==> config.mk <==
export PLATFORM = sky130hd
export DESIGN_NAME = alu8_flags
export DESIGN_NICKNAME = d
export VERILOG_FILES = /design/src/rtl/alu8_flags.sv
export SDC_FILE = /design/constraint.sdc
export NUM_CORES = 1
export LEC_CHECK = 0
export ABC_AREA = 1
export CAP_MARGIN = 20
export CORE_MARGIN = 5
export CORE_UTILIZATION = 65
export CTS_CLUSTER_DIAMETER = 50
export DETAILED_ROUTE_END_ITERATION = 6
export DONT_BUFFER_PORTS = 1
export PLACE_DENSITY = 0.82
export SYNTH_ARGS = -nofsm -noshare
export SYNTH_HDL_FRONTEND = slang
export SYNTH_SLANG_ARGS = --single-unit
export TNS_END_PERCENT = 50
==> constraint.sdc <==
create_clock -name clk -period 3 [get_ports clk]
set_input_delay 0.15 -clock clk [delete_from_list [all_inputs] [get_ports clk]]
set_output_delay 0.15 -clock clk [all_outputs]
set_load 0.02 [all_outputs]
==> src/rtl/alu8_flags.sv <==
module alu8_flags #(
  parameter int WIDTH = 8
) (
  input  logic             clk,
  input  logic             rst_n,
  input  logic [WIDTH-1:0] a_in,
  input  logic [WIDTH-1:0] b_in,
  input  logic [2:0]       op_sel,
  input  logic             flag_cap,
  output logic [WIDTH-1:0] result,
  output logic             cy_q,
  output logic             shu_q,
  output logic             sho_q,
  output logic             eq_q,
  output logic             agt_q,
  output logic             bgt_q,
  output logic             ne_q
);
  localparam logic [2:0] OP_ADD = 3'd0, OP_SUB = 3'd1, OP_SHR = 3'd2, OP_INC = 3'd3,
                         OP_XOR = 3'd4, OP_XNR = 3'd5, OP_AND = 3'd6, OP_OR  = 3'd7;

  logic             is_sub, is_inc, is_arith, is_shr;
  logic [WIDTH-1:0] addend;
  logic [WIDTH:0]   sum;
  logic [6:0]       flags_n, flags_q;

  assign is_sub   = (op_sel == OP_SUB);
  assign is_inc   = (op_sel == OP_INC);
  assign is_shr   = (op_sel == OP_SHR);
  assign is_arith = (op_sel == OP_ADD) || is_sub || is_inc;

  assign addend = is_inc ? '0 : (is_sub ? ~b_in : b_in);
  assign sum    = {1'b0, a_in} + {1'b0, addend} + {{WIDTH{1'b0}}, (is_sub || is_inc)};

  always_comb begin
    case (op_sel)
      OP_ADD, OP_SUB, OP_INC: result = sum[WIDTH-1:0];
      OP_SHR:                 result = {1'b0, a_in[WIDTH-1:1]};
      OP_XOR:                 result = a_in ^ b_in;
      OP_XNR:                 result = ~(a_in ^ b_in);
      OP_AND:                 result = a_in & b_in;
      default:                result = a_in | b_in;
    endcase
  end

  assign flags_n = {
    is_arith & sum[WIDTH],
    is_shr & a_in[0],
    is_shr & (result == '0) & (a_in != '0),
    a_in == b_in,
    a_in > b_in,
    b_in > a_in,
    a_in != b_in
  };

  always_ff @(posedge clk or negedge rst_n) begin
    if (!rst_n)        flags_q <= '0;
    else if (flag_cap) flags_q <= flags_n;
  end

  assign {cy_q, shu_q, sho_q, eq_q, agt_q, bgt_q, ne_q} = flags_q;
endmodule

== Yosys cells after proc, flatten, opt, wreduce, memory -nomap -nowiden ==
Cells that the tools add are included.
Storage, ports and cells
  flip-flop bits (word level): 7
  bits of input ports: 22
  output and inout port bits: 15
  word-level logic and storage cells: 32
Operators by class
  equal/unequal tests: 8
  muxes and demuxes: 3
  reduce and logical (&&, ||, !) cells: 7
  $add $sub $neg: 2
  bitwise operators: 9
  magnitude comparators: 2
Operators with widths (count)
  8-bit case mux with 5 select lines: 1
  8-bit > comparator: 2
  8-bit two-way mux: 2
  8-bit inverter: 2
  8-bit by 8-bit adder with 9-bit output: 1
  9-bit by 1-bit adder with 9-bit output: 1
  3-bit equality test, second input constant: 3
  8-bit bitwise AND: 1
  8-bit equality test: 1
  8-bit logical NOT: 1
  8-bit != test: 1
  8-bit bitwise OR: 1
  8-bit nonzero test: 1
  8-bit bitwise XOR: 1
  3-bit by 2-bit equality test with 1-bit output, second input constant: 2
  1-bit bitwise AND: 4
  3-bit by 1-bit equality test with 1-bit output, second input constant: 1
  3-bit logical NOT: 1
  1-bit logical OR: 3
  3-bit OR reduction: 1

== Longest topological paths before layout ==
  depth in word-level cells: 9
  gate-level depth with buffers: 20

== Worst setup path before layout ==
Ideal clock, no wire load.
  path type: in2out
  start point: input op_sel[2]
  end point: output result[6]
  stages on the path: 18
  arrival: 2.472 ns
  data required time: 2.850 ns
  setup slack: 0.378 ns
  buffers on the path: 2
  path through: buf_4 -> buf_2 -> nor2_1 -> inv_1 -> nand2_1 -> inv_1 -> fa_1 -> fa_1 -> inv_1 -> nand2_1 -> nand2_1 -> nand4_1 -> nand2_1 -> nand2_1 -> nand3_1 -> nand2_1 -> nor2_1 -> inv_1
Between the ends
  cells in the longest elaborated chain, start to end: 6
  elaborated cells on any way between the ends: 14
  those cells by class: add/sub: 2; eq/ne: 6; mux: 3; reduce/logical: 3
Ends and longest elaborated chain
  start, declared: RTL line 8  | input logic [2:0] op_sel,
  3-bit by 1-bit equality test with 1-bit output: RTL line 27, 36
  8-bit two-way mux (2 in series): RTL line 32  | assign addend = is_inc ? '0 : (is_sub ? ~b_in : b_in);
  8-bit by 8-bit adder with 9-bit output: RTL line 33  | assign sum = {1'b0, a_in} + {1'b0, addend} + {{WIDTH{1'b0}}, (is_sub || is_inc)};
  9-bit by 1-bit adder with 9-bit output: RTL line 33
  8-bit case mux with 5 select lines (*): RTL line 36  | case (op_sel)
  end, declared: RTL line 10  | output logic [WIDTH-1:0] result,
Mark *: on every way between the ends. The rest lies on a longest branch, timed or not.

== Worst setup path after layout ==
  start point: input op_sel[0]
  end point: output result[6]
The elaborated chain is that of the path after synthesis.

==> impl_metrics.yaml <==
die:
  die_h_um: 60.5
  initial_core_util_pct: 67.5
  core_um2: 2450
  io-pin-count: 37
  dieArea_um2: 3660
  die_w_um: 60.5
  rows: 18
grt:
  grt_pass1_vias: 1665
  gr-total-overflow: 0
  grt_max_degree: 19
  track_usage_pct: 26.1
  grt_pass1_wl_um: 7250
  grt_antenna_before_repair: 0
cells_and_area:
  num-fill-cells: 234
  area_delta_synth_final_pct: 3.93
  regMostFlops: "flags_q"
  fin_nets: 328
  largest_reg_flops: 7
  stdcell_area_um2: 1720
  drive_gt1_share_pct: 6.99
  top_regs: "flags_q x7"
  diodes: 0
yosys:
  synth-seq-area-share_pct: 10.6
  synth_mux_area_share_pct: 0
  synth_enable_flop_cells: 0
  synth_fa_ha_area_share_pct: 25.8
  ys.flop_type: "dfrtp_1"
  post-synth-top-count-cell: "nand2_1"
  synth-seq-cells: 7
  synth_top_area_share_pct: 23.4
  synth_compound_area_share_pct: 12.0
  synth_area_leader_cell: "ha_1"
  synth_warnings: 0
  yosys.area_share.simple_pct: 39.3
  synthTopCellsByCount: "nand2_1, inv_1, ha_1, nor2_1, nand3_1"
  synth-xor-area-share_pct: 0
  netlist_top_cells_area: "ha_1, nand2_1, dfrtp_1, inv_1, nand3_1"
  synth_cell_types: 27
  syn_inst: 268
  synth_top_family_by_area: "simple AND/OR/NAND/NOR gates"
  syn_avg_cell_area_um2: 6.18
  syn_nets: 323
  netlist_area_um2: 1660
  async_flop_share_pct: 100
sta:
  post-route-period-util_pct: 88.2
  drv_slew: 0
  max_freq_mhz: 378
  fin_tns_setup_ns: 0
  finalHoldViolCount: 0
  layout_setup_ws_ns: 0.355
  setup_viol: 0
  slew-limit-headroom_pct: 69.9
  fin_crit_ns: 2.64
  rsz0062_at_grt: "false"
  worst_slew_pin_slew_ns: 0.450
  finalClockSkew_ns: 0
place:
  gp_congestion: 0.917
  place_area_um2: 1690
  place_worst_setup_slack_ns: 0.370
  hpwl_um: 3720
  portBuffers: 0
job:
  cap_violations: 0
clock_network:
  cts_buffers: 3
  clk_pin_slew_ns: 0.05
  root_buffer: "clkbuf_4"
  post-cts-setup-buffers: 0
  insertion_delay_ns: 0.27
  clock-sinks: 7
  cts_tree: "yes"
  cts_resized: 0
  htree_levels: 1
  clockBufferDepth: 2
status:
  status: "finished, final reports clean"
pwr:
  switching_share_pct: 48.4
  power.share.clock_pct: 19.6
  p_per_area_nw_per_um2: 275
  switching_power_w: 0.000229
  p_int_w: 0.000244
  comb_power_share_pct: 55.8
  ir_drop_mv: 0.204
  power_leakage_nw: 0.974
  p_seq_share_pct: 24.6
worst_setup_path:
  path_max_fanout: 10
  worstSetupStartpointType: "input port"
  crit_arrival_ns: 2.49
  path_class: "input port to output pin"
  required_ns: 2.85
  cp-end-kind: "output pin"
route:
  ant_nets: 0
  avgViaCountPerCell: 5.62
  wl_per_cell_um: 14.7
  drtPass1Iterations: 4
  vias: 1696
  drc: 0
  totalWireLength_um: 4440
  drt-initial-drc-count: 87
hold_path:
  min_path_type: "input port to flip-flop"
cells by family (layout without fill, tap and decap cells):
kind of cell               Yosys count  count (layout)
and+or+nand+nor                    143             143
buffers and inverters               51              55
AOI/OAI and AO/OA                   34              34
adders and majority gates           33              33
DFF                                  7               7
placed cells by master (no fill, tap or decap), drive strengths merged, types with 4 or more instances in the layout:
master,n
a21oi,13
clkbuf,4
dfrtp,7
ha,31
inv,47
nand2,59
nand3,31
nand4,11
nor2,32
o21ai,15
or2,7
power by group through the flow:
stage	combinational, W	clock [W]	sequential, W
after floorplan	0.000211	0	0.000117
after global placement	0.000256	0	0.000118
after detailed placement	0.000259	0	0.000118
after CTS	0.000263	0.0000938	0.000117
after global routing	0.000300	0.0000935	0.000117
final	0.000264	0.0000929	0.000116
worst max-delay path, cell delays in order:
cell	delay [ns]
inv_2	0.08
nor3_4	0.29
inv_2	0.15
nand2_1	0.09
nand3_1	0.08
fa_1	0.40
fa_1	0.38
inv_1	0.07
nand2_1	0.06
nand2_1	0.10
nand4_1	0.11
nand2_1	0.08
nand2_1	0.06
nand3_1	0.08
nand2_1	0.05
nor2_1	0.14
inv_1	0.14
layout make-up:
cell class	count	area [um2]	area share (%)
multi-input cells	210	1280	74.2
inverters	48	180	10.5
flip-flops and latches	7	175	10.2
well taps	30	37.5	2.18
clock buffers	4	26.3	1.53
repair buffers	3	25.0	1.45
layer usage:
layer	up-vias	GRT usage (%)	routed length, um
li1	874	-	-
met1	756	34.2	1940
met2	59	43.2	2060
met3	7	4.26	361
met4	0	9.60	85
met5	-	0	0
through the flow:
| stage | std cells | utilization [%] | hold WS [ns] | power, W |
|---|---|---|---|---|
| floorplan | 268 | - | -0.146 | 0.000327 |
| global placement | 297 | 68.7 | -0.145 | 0.000374 |
| detailed placement | 297 | 68.7 | -0.145 | 0.000377 |
| CTS | 302 | 70.1 | 0.0210 | 0.000473 |
| global route | 302 | 70.1 | 0.0434 | 0.000511 |
| finish | 302 | 70.1 | 0.0202 | 0.000473 |
worst paths after layout:
path | start | end | slack (ns) | cells after the start
setup / recovery | op_sel[0] | result[6] | 0.36 | 17
hold / removal | a_in[0] | flags_q[5] | 0.02 | 1
setup reg to reg | flags_q[1] | flags_q[1] | 2.17 | 1
hold reg to reg | flags_q[6] | flags_q[6] | 0.63 | 2
max in group asynchronous | rst_n | flags_q[0] | 2.56 | 1
min in group asynchronous | rst_n | flags_q[2] | 0.21 | 1
timing repair:
item,in CTS,in global routing
endpoints found under the setup margin,0,0
endpoints found under the hold margin,7,0
hold buffers,1,0
(Power assumes the default switching activity.)
